$ cat src/rtl/evt_timer_pkg.sv
package evt_timer_pkg;
  typedef enum logic [1:0] {
    ADR_CTRL   = 2'd0,
    ADR_RELOAD = 2'd1,
    ADR_COUNT  = 2'd2,
    ADR_NONE   = 2'd3
  } reg_addr_e;

  localparam int CTL_EN_BIT  = 0;
  localparam int CTL_IE_BIT  = 1;
  localparam int CTL_EXT_BIT = 2;
  localparam int CTL_W       = 3;
endpackage

$ cat src/rtl/evt_rst_sync.sv
module evt_rst_sync #(
  parameter int STAGES = 2
) (
  input  logic clk,
  input  logic rst_n,
  output logic rst_n_sync
);
  logic [STAGES-1:0] chain_q;

  always_ff @(posedge clk or negedge rst_n) begin
    if (!rst_n) chain_q <= '0;
    else        chain_q <= {chain_q[STAGES-2:0], 1'b1};
  end

  assign rst_n_sync = chain_q[STAGES-1];
endmodule

$ cat src/rtl/evt_edge_sync.sv
module evt_edge_sync #(
  parameter int STAGES = 2
) (
  input  logic clk,
  input  logic rst_n,
  input  logic evt_i,
  input  logic halt_i,
  output logic edge_o
);
  logic [STAGES-1:0] sync_q;
  logic              last_q;

  generate
    for (genvar s = 0; s < STAGES; s++) begin : g_stage
      if (s == 0) begin : g_first
        always_ff @(posedge clk or negedge rst_n) begin
          if (!rst_n) sync_q[s] <= 1'b0;
          else        sync_q[s] <= evt_i;
        end
      end else begin : g_next
        always_ff @(posedge clk or negedge rst_n) begin
          if (!rst_n) sync_q[s] <= 1'b0;
          else        sync_q[s] <= sync_q[s-1];
        end
      end
    end
  endgenerate

  always_ff @(posedge clk or negedge rst_n) begin
    if (!rst_n) last_q <= 1'b0;
    else        last_q <= sync_q[STAGES-1];
  end

  assign edge_o = sync_q[STAGES-1] & ~last_q & ~halt_i;

  // no external count leaves this block during halt
  a_r9_halt_blocks: assert property (@(posedge clk) disable iff (!rst_n)
    halt_i |-> !edge_o);
  // one pin rise yields a single-cycle pulse
  a_r7_single_pulse: assert property (@(posedge clk) disable iff (!rst_n)
    edge_o |=> !edge_o);
endmodule

$ cat src/rtl/evt_step_sel.sv
module evt_step_sel (
  input  logic en_i,
  input  logic ext_i,
  input  logic tick_i,
  input  logic edge_i,
  output logic step_o
);
  logic src;

  always_comb begin
    src    = ext_i ? edge_i : tick_i;
    step_o = en_i & src;
  end
endmodule

$ cat src/rtl/evt_count_core.sv
module evt_count_core #(
  parameter int W = 8
) (
  input  logic         clk,
  input  logic         rst_n,
  input  logic         step_i,
  input  logic         ld_i,
  input  logic [W-1:0] ld_val_i,
  input  logic [W-1:0] reload_i,
  input  logic         clr_i,
  output logic [W-1:0] cnt_o,
  output logic         flag_o
);
  localparam logic [W-1:0] CNT_MAX = {W{1'b1}};
  localparam logic [W-1:0] ONE     = {{(W-1){1'b0}}, 1'b1};

  logic [W-1:0] cnt_q, cnt_n;
  logic         flag_q, flag_n;
  logic         ovf;

  always_comb begin
    ovf   = step_i & ~ld_i & (cnt_q == CNT_MAX);
    cnt_n = cnt_q;
    if (ld_i)        cnt_n = ld_val_i;
    else if (ovf)    cnt_n = reload_i;
    else if (step_i) cnt_n = cnt_q + ONE;
    flag_n = flag_q;
    if (ovf)         flag_n = 1'b1;
    else if (clr_i)  flag_n = 1'b0;
  end

  always_ff @(posedge clk or negedge rst_n) begin
    if (!rst_n) begin
      cnt_q  <= '0;
      flag_q <= 1'b0;
    end else begin
      cnt_q  <= cnt_n;
      flag_q <= flag_n;
    end
  end

  assign cnt_o  = cnt_q;
  assign flag_o = flag_q;

  // a plain step adds one
  a_r2_increment: assert property (@(posedge clk) disable iff (!rst_n)
    (step_i && !ld_i && cnt_q != CNT_MAX) |=> cnt_q == $past(cnt_q) + ONE);
  // a step at the top value reloads and flags
  a_r3_reload: assert property (@(posedge clk) disable iff (!rst_n)
    (step_i && !ld_i && cnt_q == CNT_MAX) |=> (cnt_q == $past(reload_i)) && flag_q);
  // an acknowledge without a new overflow clears
  a_r5_clear: assert property (@(posedge clk) disable iff (!rst_n)
    (clr_i && !(step_i && !ld_i && cnt_q == CNT_MAX)) |=> !flag_q);
  // overflow wins over a same-cycle acknowledge
  a_r6_keep_flag: assert property (@(posedge clk) disable iff (!rst_n)
    (clr_i && step_i && !ld_i && cnt_q == CNT_MAX) |=> flag_q);
  // a direct load is taken as written
  a_r10_load: assert property (@(posedge clk) disable iff (!rst_n)
    ld_i |=> cnt_q == $past(ld_val_i));
endmodule

$ cat src/rtl/evt_reload_timer.sv
module evt_reload_timer
  import evt_timer_pkg::*;
#(
  parameter int W           = 8,
  parameter int SYNC_STAGES = 2,
  parameter int RST_STAGES  = 2
) (
  input  logic         clk,
  input  logic         rst_n,
  input  logic         halt_i,
  input  logic         tick_i,
  input  logic         evt_i,
  input  logic [1:0]   addr_i,
  input  logic         wr_i,
  input  logic         rd_i,
  input  logic [W-1:0] wdata_i,
  output logic [W-1:0] rdata_o,
  output logic         irq_o
);
  localparam int PAD_W = W - CTL_W - 1;

  logic              rst_n_s;
  logic [CTL_W-1:0]  ctl_q, ctl_n;
  logic [W-1:0]      reload_q, reload_n;
  logic [W-1:0]      cnt;
  logic              flag;
  logic              ext_edge;
  logic              step;
  logic              cnt_ld;
  logic              flag_clr;
  reg_addr_e         addr;

  evt_rst_sync #(.STAGES(RST_STAGES)) u_rst (
    .clk        (clk),
    .rst_n      (rst_n),
    .rst_n_sync (rst_n_s)
  );

  evt_edge_sync #(.STAGES(SYNC_STAGES)) u_edge (
    .clk    (clk),
    .rst_n  (rst_n_s),
    .evt_i  (evt_i),
    .halt_i (halt_i),
    .edge_o (ext_edge)
  );

  evt_step_sel u_sel (
    .en_i   (ctl_q[CTL_EN_BIT]),
    .ext_i  (ctl_q[CTL_EXT_BIT]),
    .tick_i (tick_i),
    .edge_i (ext_edge),
    .step_o (step)
  );

  evt_count_core #(.W(W)) u_core (
    .clk      (clk),
    .rst_n    (rst_n_s),
    .step_i   (step),
    .ld_i     (cnt_ld),
    .ld_val_i (wdata_i),
    .reload_i (reload_q),
    .clr_i    (flag_clr),
    .cnt_o    (cnt),
    .flag_o   (flag)
  );

  always_comb begin
    addr     = reg_addr_e'(addr_i);
    cnt_ld   = wr_i && (addr == ADR_COUNT);
    flag_clr = rd_i && (addr == ADR_CTRL);
    ctl_n    = ctl_q;
    reload_n = reload_q;
    if (wr_i && addr == ADR_CTRL)   ctl_n    = wdata_i[CTL_W-1:0];
    if (wr_i && addr == ADR_RELOAD) reload_n = wdata_i;
  end

  always_ff @(posedge clk or negedge rst_n_s) begin
    if (!rst_n_s) begin
      ctl_q    <= '0;
      reload_q <= '0;
    end else begin
      ctl_q    <= ctl_n;
      reload_q <= reload_n;
    end
  end

  always_comb begin
    case (addr)
      ADR_CTRL:   rdata_o = {flag, {PAD_W{1'b0}}, ctl_q};
      ADR_RELOAD: rdata_o = reload_q;
      ADR_COUNT:  rdata_o = cnt;
      default:    rdata_o = '0;
    endcase
  end

  assign irq_o = flag & ctl_q[CTL_IE_BIT];

  // a disabled counter only moves by direct write
  a_r8_disabled_hold: assert property (@(posedge clk) disable iff (!rst_n_s)
    (!ctl_q[CTL_EN_BIT] && !cnt_ld) |=> $stable(cnt));
  // in tick mode the event pin cannot move the counter
  a_r12_tick_mode_pin: assert property (@(posedge clk) disable iff (!rst_n_s)
    (!ctl_q[CTL_EXT_BIT] && !tick_i && !cnt_ld) |=> $stable(cnt));
  // a raised request implies a set flag
  a_r4_irq_needs_flag: assert property (@(posedge clk) disable iff (!rst_n_s)
    irq_o |-> flag);
endmodule

$ cat config.mk
export PLATFORM = sky130hd
export DESIGN_NAME = evt_reload_timer
export DESIGN_NICKNAME = d
export VERILOG_FILES = /design/src/rtl/evt_timer_pkg.sv /design/src/rtl/evt_rst_sync.sv /design/src/rtl/evt_edge_sync.sv /design/src/rtl/evt_step_sel.sv /design/src/rtl/evt_count_core.sv /design/src/rtl/evt_reload_timer.sv
export SDC_FILE = /design/constraint.sdc
export NUM_CORES = 1
export LEC_CHECK = 0
export BUFFER_PORTS_ARGS = -buffer_cell sky130_fd_sc_hd__buf_4
export CORE_UTILIZATION = 40
export CTS_CLUSTER_SIZE = 24
export DETAILED_ROUTE_END_ITERATION = 6
export RECOVER_POWER = 100
export SLEW_MARGIN = 20
export SYNTH_ARGS = -nofsm -noshare
export SYNTH_HDL_FRONTEND = slang
export SYNTH_SLANG_ARGS = --single-unit
$ cat constraint.sdc
create_clock -name clk -period 1.1 [get_ports clk]
set_clock_uncertainty 0.1 [all_clocks]
set_input_delay 0.11 -clock clk [delete_from_list [all_inputs] [get_ports clk]]
set_output_delay 0.11 -clock clk [all_outputs]
set_load 0.01 [all_outputs]
## After elaboration in Yosys (flattened, before gate mapping)

Cells that the tools add are included.

| word-level totals | value |
|---|---|
| output and inout bits | 9 |
| memories kept | 0 |
| input port bits | 17 |
| flip-flop bits (word level) | 25 |
| memory bits (read-only) | 0 |
| latch bits | 0 |
| RAM bits | 0 |

| operators by class | value |
|---|---|
| reduce and logical (&&, ||, !) cells | 7 |
| bitwise gates (word level) | 9 |
| multiplexer cells | 7 |
| equality and inequality tests | 3 |
| div/mod/pow operators | 0 |
| multiply operators | 0 |
| $add $sub $neg | 1 |
| shift-type cells | 0 |
| $lt $le $gt $ge | 0 |

Operator list:

| kind | number |
|---|---|
| 8-bit two-way mux | 3 |
| 8-bit case mux with 3 select lines | 1 |
| 8-bit by 1-bit adder with 8-bit output, second input constant | 1 |
| 8-bit equality test, second input constant | 1 |
| 1-bit bitwise AND | 6 |
| 1-bit logical AND | 4 |
| 1-bit two-way mux | 3 |
| 1-bit inverter | 3 |
| 3-bit nonzero test | 1 |
| 2-bit by 1-bit equality test with 1-bit output, second input constant | 1 |
| 2-bit equality test, second input constant | 1 |
| 2-bit zero test | 1 |
| 2-bit nonzero test | 1 |

## Logic depth before layout (Yosys ltp)

Gate-level depths: netlist of run 1.

| logic depth | value |
|---|---|
| depth in word-level cells | 9 |
| mapped depth | 6 |

## By module

Synthesis of run 1 repeated with hierarchy kept, for this count alone.

| second synthesis, totals | value |
|---|---|
| cell total of the unflattened synthesis | 127 |
| area total of the unflattened synthesis | 1,403.8 um^2 |

Modules (own cells, without submodules):

| module | cells an instance | times used | seq. area each (um^2) | area an instance (um^2) |
|---|---|---|---|---|
| evt_count_core | 74 | 1 | 225.2 | 639.4 |
| evt_reload_timer | 44 | 1 | 275.3 | 606.8 |
| evt_edge_sync | 4 | 1 | 75.1 | 87.6 |
| evt_rst_sync | 3 | 1 | 50.0 | 53.8 |
| evt_step_sel | 2 | 1 | 0.0 | 16.3 |

## Worst setup path after synthesis of run 1

Ideal clock, no wire load.

| path | value |
|---|---|
| path type | flip-flop to flip-flop |
| start point | register u_core.cnt_q[0], in the netlist u_core.cnt_o[0] |
| end point | register u_core.cnt_q[3], in the netlist u_core.cnt_o[3] |
| data arrival time | 1.278 ns |
| required time | 0.870 ns |
| cell stages (with the launch flop) | 6 |
| setup time | 0.130 ns |
| setup slack | -0.408 ns |
| buffers on the path | 0 |
| cells stage by stage | dfrtp_1 > ha_1 > nand4_2 > or2_1 > mux2i_1 > o22ai_1 |

| on the way | value |
|---|---|
| cells in the longest elaborated chain, start to end | 4 |
| elaborated cells on any way between the ends | 7 |
| classes of those cells | add/sub: 1; eq/ne: 1; mux: 3; bitwise: 1; reduce/logical: 1 |

RTL lines:

| element | line | text |
|---|---|---|
| start, declared | evt_count_core.sv:17 | `logic [W-1:0] cnt_q, cnt_n;` |
| start signal, assigned | evt_count_core.sv:37 | `cnt_q <= cnt_n;` |
| 8-bit by 1-bit adder with 8-bit output / 8-bit equality test (equally long branches) | evt_count_core.sv:26, evt_count_core.sv:22 |  |
| 8-bit two-way mux / 1-bit bitwise AND (equally long branches) | evt_count_core.sv:26, evt_count_core.sv:22 |  |
| 8-bit two-way mux | evt_count_core.sv:25 | `else if (ovf) cnt_n = reload_i;` |
| 8-bit two-way mux | evt_count_core.sv:24 | `if (ld_i) cnt_n = ld_val_i;` |

Parallel ways exist; a longest one is shown, timed or not. The select of a mux whose other input is x is not followed.
A chain may end at the register's enable or synchronous reset.

## Worst setup path in the final report of run 1

| path | value |
|---|---|
| start point | register u_core.cnt_q[4], in the netlist u_core.cnt_o[4] |
| end point | register u_core.cnt_q[3], in the netlist u_core.cnt_o[3] |

| on the way | value |
|---|---|
| cells in the longest elaborated chain, start to end | 4 |
| elaborated cells on any way between the ends | 5 |
| classes of those cells | eq/ne: 1; mux: 2; bitwise: 1; reduce/logical: 1 |

RTL lines:

| element | line | text |
|---|---|---|
| 8-bit equality test (*) | evt_count_core.sv:22 | `ovf = step_i & ~ld_i & (cnt_q == CNT_MAX);` |
| 1-bit bitwise AND (*) | evt_count_core.sv:22 |  |
| 8-bit two-way mux | evt_count_core.sv:25 |  |
| 8-bit two-way mux | evt_count_core.sv:24 |  |

Every way passes the cells marked *; elsewhere a longest branch is shown, timed or not.

==> impl_metrics.tcl, run 1 <==
set metrics [dict create \
    max_stage_delay_ns 0.45 \
    ys_types 39 \
    routed_wl_um 3860 \
    n_fill_cell 251 \
    slew_headroom_pct 57.3 \
    drc 0 \
    irDropWorstVdd_mv 0.774 \
    synthesis.nets 147 \
    path_delay_family "flip-flops" \
    power_uw 3660 \
    start_kind "flop" \
    final_util_pct 73.9 \
    worst_setup_path_end_kind "flop" \
    criticalPathCategory "flop to flop" \
    placed_cells 220 \
    drt_pass1_iterations 4 \
    drive_gt1_share_pct 50.7 \
    coreArea_um2 3100 \
    grt_overflow 0 \
    finalSetupViolations 18 \
    cts.clk_slew.worst_paths_ns 0.14 \
    timing.fmax_mhz 673 \
    synth_compound_area_share_pct 15.3 \
    arrival_ns 1.60 \
    synth_top_flop_cell "dfrtp_1" \
    internal-power_uw 2390 \
    seqPwrFrac_pct 36.3 \
    grt_pass1_vias 1321 \
    swShare_pct 34.7 \
    ys_seq_area_share_pct 46.7 \
    start_util_pct 43.1 \
    fin_nets 234 \
    synth.mux.area_fraction_pct 15.2 \
    synth-simple-area-share_pct 17.9 \
    via_per_inst 5.11 \
    maxCapViolations 0 \
    synth_cells 129 \
    failed_checks "negative setup slack" \
    portBuffers 25 \
    dp_hpwl_um 2620 \
    critPathBufInv 1 \
    postPlaceCellArea_um2 1870 \
    rows 20 \
    num_io_pins 26 \
    track_usage_pct 23.9 \
    vias 1324 \
    die-height_um 59.9 \
    period_needed_ns 1.49 \
    clockRootBuffer "clkbuf_4" \
    antenna_found_initial 0 \
    die_x_um 59.9 \
    synth_area_per_cell_um2 10.4 \
    power.density_nw_per_um2 1600 \
    synth_top_family_by_area "simple AND/OR/NAND/NOR gates" \
    avgRoutedWirePerCell_um 14.9 \
    num_antenna_cells 0 \
    async_flop_share_pct 100 \
    clk-insertion-delay-late_ns 0.32 \
    rsz0062_at_grt "yes" \
    fin_cells 259 \
    synth-adder-area-share_pct 0.935 \
    cts_max_level 1 \
    cts_sinks 25 \
    path_cells "buf_4 -> nand4_4 -> or2_4 -> mux2i_1 -> o22ai_1" \
    drv_slew 0 \
    p_leak_uw 0.00105 \
    area_delta_synth_final_pct 71.3 \
    grt_pass1_wl_um 6220 \
    die-area_um2 3580 \
    yosys_warnings 0 \
    ys_ff_latch 25 \
    crit_slowest_cell "dfrtp_1" \
    required_ns 1.22 \
    cts_buffers 3 \
    cts_tree "built" \
    fin_ws_ns -0.385 \
    holdWs_ns 0.107 \
    hold_class "input pin to flop" \
    synth_edf_count 0 \
    synth_xor_area_share_pct 1.96 \
    cts_buffer_depth 2 \
    detail-route-antenna-nets 0 \
    place.gp.congestion 0.890 \
    worst_slew_pin_slew_ns 0.640 \
    syn_area_um2 1340 \
    status "finished, violations left" \
    min_period_over_period_pct 135 \
    hold_viol_final 0 \
    final_area_um2 2290 \
    cp_max_fo 4 \
    power_frac_clock_pct 11.6 \
    power_switching_uw 1270 \
    grt_max_degree 14 \
    drtIter0Drc 67 \
    combPwrFrac_pct 52.1 \
]
-- sequential cells by signal, summed over array words and instances (netlist names) --
name and count:
u_edge.last_q 1, u_edge.sync_q 2, u_core.flag_o 1, u_rst.chain_q 2, reload_q 8, u_core.cnt_o 8
ctl_q 3
-- worst register-to-register path, stage by stage (launching register included) --
cell,delay [ns]
dfrtp_1,0.45
buf_4,0.15
nand4_4,0.12
or2_4,0.29
mux2i_1,0.18
o22ai_1,0.10
-- stage by stage --
| step | setup WS [ns] | setup TNS, ns |
|---|---|---|
| floorplan | -0.292 | -1.89 |
| global placement | -0.258 | -3.09 |
| detailed placement | -0.320 | -3.46 |
| CTS | -0.376 | -4.89 |
| global route | -0.456 | -6.53 |
| finish | -0.385 | -5.34 |
-- path summary, 6_finish.rpt --
path | cells after the start | from | end | slack (ns)
min reg2reg | 1 | u_rst.chain_q[1]$_DFF_PN0_ | u_edge.sync_q[0]$_DFF_PN0_ | 0.15
min | 4 | wr_i | u_core.cnt_o[6]$_DFFE_PN0P_ | 0.11
max | 5 | u_core.cnt_o[4]$_DFFE_PN0P_ | u_core.cnt_o[3]$_DFFE_PN0P_ | -0.39
max in group asynchronous | 1 | u_rst.chain_q[1]$_DFF_PN0_ | u_core.cnt_o[7]$_DFFE_PN0P_ | 0.24
min in group asynchronous | 1 | u_rst.chain_q[1]$_DFF_PN0_ | u_edge.sync_q[0]$_DFF_PN0_ | 0.15
max reg2reg | 5 | u_core.cnt_o[4]$_DFFE_PN0P_ | u_core.cnt_o[3]$_DFFE_PN0P_ | -0.39
-- cell usage in the layout, fill, tap and decap left out, drive strengths merged, types with 3 or more instances in the layout --
| cell type | Yosys | final |
|---|---|---|
| buf | 3 | 61 |
| dfrtp | 25 | 25 |
| clkbuf | 0 | 16 |
| nand2 | 13 | 13 |
| dlygate4sd3 | 0 | 12 |
| mux2 | 11 | 11 |
| nor2 | 10 | 10 |
| mux2i | 8 | 8 |
| o21ai | 7 | 7 |
| a31oi | 5 | 5 |
| a21oi | 5 | 5 |
| a22o | 4 | 4 |
| o22ai | 4 | 4 |
| nor3 | 4 | 4 |
| and3 | 3 | 3 |
| and2 | 3 | 3 |
| nand3 | 3 | 3 |
-- repair_timing --
action | 4_1_cts | 5_1_grt
endpoints found under the hold margin | 20 | 0
hold buffers | 12 | 0
resized for setup | 32 | 4
endpoints found under the setup margin | 18 | 18
gates cloned | 0 | 0
setup buffers | 16 | 7
pin swaps | 18 | 5
-- kinds of logic after synthesis --
group                      Yosys count
AOI/OAI and AO/OA                   31
xor gates and xnor gates             3
adders and majority gates            1
buffers and inverters                5
DFF                                 25
muxes                               19
other                                1
and+or+nand+nor                     44
-- metal layers --
metal	vias up	track usage, %	share of wire, %
li1	638	-	-
met1	632	31.4	44
met2	43	40.2	50
met3	11	2.60	3.2
met4	0	9.63	2.1
met5	-	0	0
-- cell type report --
type	count	area (um2)	share of cell area (%)
Sequential cell	25	627	27.3
Multi-Input combinational cell	99	851	37.1
Clock buffer	4	26.3	1.15
Tap cell	44	55.1	2.40
Inverter	2	7.51	0.327
Timing Repair Buffer	85	727	31.7
-- Yosys cell counts, types with 2 or more instances --
master   number  share of area, %
xnor2_1       2               1.3
buf_2         3               1.1
mux2_2        3               2.5
o21ai_0       5               1.9
a31oi_1       5               2.3
o22ai_1       4               1.9
nand3_1       3               1.1
mux2_1        8               6.7
nor3_1        3               1.1
mux2i_1       8               6.0
dfrtp_1      25                47
nand2_2       2              0.93
inv_1         2              0.56
nor2_1        9               2.5
and3_1        3               1.4
a21oi_1       5               1.9
o21ai_1       2              0.75
and2_1        3               1.4
a22o_1        4               2.6
nand2_1      11               3.1
-- power by group through the flow --
stage               Clock, uW  Sequential, uW  Combinational, uW
CTS                       443            1330               1830
finish                    424            1330               1910
floorplan                   0            1350                765
global placement            0            1340               1330
global route              472            1360               2050
detailed placement          0            1350               1340
(Power assumes the default switching activity.)
==> run 2: changes to the inputs <==
--- a/config.mk
+++ b/config.mk
@@ -6,7 +6,7 @@
 export NUM_CORES = 1
 export LEC_CHECK = 0
 export BUFFER_PORTS_ARGS = -buffer_cell sky130_fd_sc_hd__buf_4
-export CORE_UTILIZATION = 40
+export CORE_UTILIZATION = 25
 export CTS_CLUSTER_SIZE = 24
 export DETAILED_ROUTE_END_ITERATION = 6
 export RECOVER_POWER = 100
==> constraint.sdc (replaced) <==
create_clock -name clk -period 1.4 [get_ports clk]
set_clock_uncertainty 0.1 [all_clocks]
set_input_delay 0.14 -clock clk [delete_from_list [all_inputs] [get_ports clk]]
set_output_delay 0.14 -clock clk [all_outputs]
set_load 0.01 [all_outputs]
==> impl_metrics.tcl, run 2 (synthesis results as in run 1) <==
set metrics [dict create \
    grt_pass1_wl_um 6000 \
    cp_max_fo 4 \
    regToRegSetupSlack_ns -0.04 \
    hold_class "input pin to flop" \
    cts_sinks 25 \
    critPathBufInv 0 \
    cts_buffer_depth 2 \
    num_antenna_cells 0 \
    fin_nets 207 \
    cp_num_cells 5 \
    worst_slew_pin_slew_ns 0.591 \
    drt_pass1_iterations 6 \
    max_stage_delay_ns 0.42 \
    start_util_pct 26.0 \
    timing.fmax_mhz 695 \
    cts_max_level 1 \
    die_x_um 75.2 \
    n_fill_cell 555 \
    routed_wl_um 3690 \
    postPlaceCellArea_um2 1760 \
    cts.clk_slew.worst_paths_ns 0.09 \
    hold_viol_final 0 \
    fin_ws_ns -0.0396 \
    final_common_cell "buf_4" \
    hold_depth 4 \
    finalSetupViolations 6 \
    timing.rr.start "u_core.cnt_o[1]$_DFFE_PN0P_" \
    portBuffers 25 \
    status "finished, violations left" \
    criticalPathCategory "flop to flop" \
    die-area_um2 5650 \
    coreArea_um2 5140 \
    rsz0062_at_grt "yes" \
    p_leak_uw 0.000870 \
    grt_pass1_vias 1215 \
    drtIter0Drc 36 \
    start_kind "flop" \
    clk-insertion-delay-late_ns 0.28 \
    r2r_cells 5 \
    maxCapViolations 0 \
    vias 1206 \
    clockRootBuffer "clkbuf_8" \
    antenna_found_initial 0 \
    path_delay_family "flip-flops" \
    via_per_inst 4.67 \
    preCtsSetupSlack_ns -0.0973 \
    dp_hpwl_um 2540 \
    irDropWorstVdd_mv 0.412 \
    drc 0 \
    crit_end "u_core.cnt_o[3]$_DFFE_PN0P_" \
    die-height_um 75.2 \
    arrival_ns 1.51 \
    power.density_nw_per_um2 1320 \
    rows 26 \
    drv_slew 0 \
    grt_overflow 0 \
    min_period_over_period_pct 103 \
    grt_max_degree 24 \
    track_usage_pct 14.3 \
    path_cells "ha_4 -> nand4_4 -> or2_4 -> mux2i_1 -> o22ai_1" \
    final_util_pct 40.1 \
    area_delta_synth_final_pct 54.0 \
    detail-route-antenna-nets 0 \
    crit_slowest_cell "dfrtp_1" \
    place.gp.congestion 0.820 \
    drive_gt1_share_pct 41.0 \
    failed_checks "negative setup slack" \
    cts_tree "built" \
    required_ns 1.47 \
    avgRoutedWirePerCell_um 14.3 \
    crit_start "u_core.cnt_o[1]$_DFFE_PN0P_" \
    final_cell_mix "buf_4 (25), dfrtp_1 (19), buf_6 (11), dlygate4sd3_1 (10), nand2_1 (9)" \
    period_needed_ns 1.44 \
    num_io_pins 26 \
    r2r_end "u_core.cnt_o[3]$_DFFE_PN0P_" \
    slew_headroom_pct 60.6 \
    final_area_um2 2060 \
    cts_buffers 3 \
    worst_setup_path_end_kind "flop" \
]
## run 2: worst register-to-register path, stage by stage, from the launching register on
cell	delay, ns
dfrtp_1	0.42
ha_4	0.18
nand4_4	0.11
or2_4	0.30
mux2i_1	0.15
o22ai_1	0.08
## run 2: worst min-delay path by stage
stage / from / end
2_1_floorplan: rst_n / u_rst.chain_q[0]$_DFF_PN0_
3_3_place_gp: rst_n / u_rst.chain_q[1]$_DFF_PN0_
3_5_place_dp: rst_n / u_rst.chain_q[1]$_DFF_PN0_
4_1_cts: rd_i / u_core.flag_o$_DFFE_PN0P_
5_1_grt: rd_i / u_core.flag_o$_DFFE_PN0P_
6_report: rd_i / u_core.flag_o$_DFFE_PN0P_
## run 2: per-layer routing
metal / GRT usage (%) / vias to the layer above / part of all wire (%)
met3: 2.68 / 6 / 5.3
met5: 0 / - / 0
met1: 18.2 / 582 / 45
met4: 3.09 / 0 / 1.3
li1: - / 588 / -
met2: 25.4 / 30 / 49
## run 2: where the power goes
group / leakage [uW] / internal (uW) / switching, uW
combinational: 0.000555 / 675 / 519
sequential: 0.000292 / 894 / 196
clock: 0.0000228 / 204 / 239
## run 2: final cells by class
cell class | instances | area [um2] | share of cell area (%)
clock buffers | 4 | 45.0 | 2.18
flip-flops and latches | 25 | 633 | 30.7
well taps | 70 | 87.6 | 4.25
multi-input cells | 99 | 807 | 39.1
inverters | 2 | 7.51 | 0.364
repair buffers | 58 | 482 | 23.4
## run 2: stage by stage
step                TNS, ns  std cells  hold WS [ns]  power (uW)
finish               -0.136        258        0.0272        2730
global route         -0.620        258        0.0607        2900
CTS                  -0.145        256        0.0282        2600
detailed placement   -0.276        238        -0.174        2000
global placement    -0.0922        238        -0.175        1990
floorplan                 0        129        -0.256        1600
## run 2: repair_timing
action / in CTS / in global routing
setup buffers: 5 / 2
gates resized for setup: 16 / 17
endpoints found under the hold margin: 11 / 0
hold buffers: 10 / 0
setup endpoints to repair: 13 / 13
pin swaps: 9 / 11
==> run 3: changes to the inputs <==
--- a/config.mk
+++ b/config.mk
@@ -5,6 +5,7 @@
 export SDC_FILE = /design/constraint.sdc
 export NUM_CORES = 1
 export LEC_CHECK = 0
+export ABC_AREA = 1
 export BUFFER_PORTS_ARGS = -buffer_cell sky130_fd_sc_hd__buf_4
 export CORE_UTILIZATION = 25
 export CTS_CLUSTER_SIZE = 24
==> impl_metrics.tcl, run 3 <==
set metrics [dict create \
    hold_viol_final 0 \
    yosysMostFrequentCell "nand2_1" \
    synth_edf_count 0 \
    num_io_pins 26 \
    hold_class "input pin to flop" \
    place.gp.congestion 0.858 \
    irDropWorstVdd_mv 0.531 \
    placed_cells 290 \
    ys_types 32 \
    setup_tns_ns -0.128 \
    ys_seq_area_share_pct 43.4 \
    synth_area_leader_cell "dfrtp_1" \
    grt_max_degree 24 \
    num_antenna_cells 0 \
    dp_hpwl_um 2690 \
    grt_pass1_wl_um 5900 \
    yosys_warnings 0 \
    drc 0 \
    track_usage_pct 12.7 \
    synth_common_cells "nand2_1 (62), dfrtp_1 (25), inv_1 (25), o21ai_0 (14), nand3_1 (12)" \
    drt_pass1_iterations 4 \
    period_needed_ns 1.45 \
    fin_ws_ns -0.0474 \
    rsz0062_at_grt "yes" \
    final_cell_mix "nand2_1 (61), buf_4 (28), dfrtp_1 (25), inv_1 (24), o21ai_0 (12)" \
    holdWs_ns 0.00438 \
    slew_headroom_pct 59.0 \
    p_leak_uw 0.000930 \
    cts_buffers 3 \
    clockRootBuffer "clkbuf_8" \
    rows 27 \
    fin_cells 300 \
    die-height_um 78.0 \
    syn_area_um2 1440 \
    cts_max_level 1 \
    cts.clk_slew.worst_paths_ns 0.09 \
    power_uw 2370 \
    antenna_found_initial 0 \
    routed_wl_um 3620 \
    criticalPathCategory "flop to flop" \
    synth_top_flop_cell "dfrtp_1" \
    yosys-top-cells-area "dfrtp_1 (43%), nand2_1 (16%), inv_1 (6.5%)" \
    arrival_ns 1.52 \
    die-area_um2 6080 \
    min_period_over_period_pct 103 \
    status "finished, violations left" \
    drv_slew 0 \
    via_per_inst 4.39 \
    coreArea_um2 5540 \
    fin_nets 247 \
    grt_overflow 0 \
    avgRoutedWirePerCell_um 12.1 \
    portBuffers 25 \
    synthesis.nets 204 \
    cts_tree "built" \
    synth_area_per_cell_um2 7.76 \
    required_ns 1.47 \
    die_x_um 78.0 \
    drive_gt1_share_pct 27.2 \
    cts_sinks 25 \
    timing.fmax_mhz 691 \
    worst_slew_pin_slew_ns 0.615 \
    ys_ff_latch 25 \
    postPlaceCellArea_um2 1770 \
    finalSetupViolations 5 \
    final_area_um2 1870 \
    worst_setup_path_end_kind "flop" \
    n_fill_cell 607 \
    maxCapViolations 0 \
    start_kind "flop" \
    final_common_cell "nand2_1" \
    synth_cells 186 \
    failed_checks "negative setup slack" \
    clk-insertion-delay-late_ns 0.27 \
    synth_top_area_share_pct 43.4 \
    vias 1317 \
    power.density_nw_per_um2 1260 \
    drtIter0Drc 87 \
    grt_pass1_vias 1276 \
    area_delta_synth_final_pct 29.8 \
    detail-route-antenna-nets 0 \
    cp_max_fo 7 \
    cts_buffer_depth 2 \
    async_flop_share_pct 100 \
    start_util_pct 26.0 \
]
run 3: worst max-delay path, cell delays in order, from the launching register on:
cell and delay, ns:
dfrtp_1 0.39, ha_2 0.21, nand2_2 0.07, nor2_2 0.12, nand2_2 0.07, buf_6 0.14, nand2_1 0.05, o21ai_1 0.06
nand2_1 0.06, nand3_1 0.06
run 3: layer usage:
metal / GRT usage, % / wire length [um] / vias up
li1: - / - / 671
met1: 15.9 / 1670 / 615
met2: 20.9 / 1770 / 27
met3: 2.59 / 123 / 4
met4: 6.11 / 54 / 0
met5: 0 / 0 / -
run 3: area by class of cell:
cell class              instances  area, um2  share of cell area, %
clock buffers                   4       45.0                   2.40
inverters                      29        116                   6.21
flip-flops and latches         25        626                   33.4
multi-input cells             130        703                   37.5
well taps                      72       90.1                   4.81
repair buffers                 40        293                   15.6
run 3: timing repair:
item,in CTS,in global routing
gates resized for setup,5,8
hold buffers,4,0
pin swaps,0,5
hold endpoints to repair,5,0
setup buffers,0,2
setup endpoints to repair,5,14
run 3: worst paths after layout:
path	start	to	slack (ns)	depth (start not counted)
setup / recovery	u_core.cnt_o[1]$_DFFE_PN0P_	u_core.cnt_o[1]$_DFFE_PN0P_	-0.05	9
hold / removal	wdata_i[6]	u_core.cnt_o[6]$_DFFE_PN0P_	0.004	3
setup reg to reg	u_core.cnt_o[1]$_DFFE_PN0P_	u_core.cnt_o[1]$_DFFE_PN0P_	-0.05	9
hold reg to reg	u_rst.chain_q[1]$_DFF_PN0_	u_core.cnt_o[4]$_DFFE_PN0P_	0.24	1
max in group asynchronous	u_rst.chain_q[1]$_DFF_PN0_	u_edge.sync_q[1]$_DFF_PN0_	0.56	1
min in group asynchronous	rst_n	u_rst.chain_q[1]$_DFF_PN0_	0.07	2
run 3: metrics by stage:
stage / worst slack [ns] / utilization (%)
2_1_floorplan: 0.0652 / -
3_3_place_gp: 0.0487 / 32.0
3_5_place_dp: -0.00324 / 32.0
4_1_cts: -0.00445 / 33.8
5_1_grt: -0.133 / 33.8
6_report: -0.0474 / 33.8
run 3: where the power goes:
| group | switching, uW | internal (uW) | leakage (uW) |
|---|---|---|---|
| logic | 517 | 405 | 0.000600 |
| clock network | 239 | 204 | 0.0000228 |
| registers | 126 | 875 | 0.000307 |
| total | 881 | 1480 | 0.000930 |
run 3: cells by family after synthesis:
kind of cell,after synthesis,synth area share (%)
XOR/XNOR,2,1.21
flip-flops,25,43.4
adder cells (fa/ha/maj),1,0.867
other,1,0.260
AND/OR/NAND/NOR,95,31.6
buffers and inverters,31,9.19
multiplexers,2,1.56
AO/OA/AOI/OAI,29,12.0
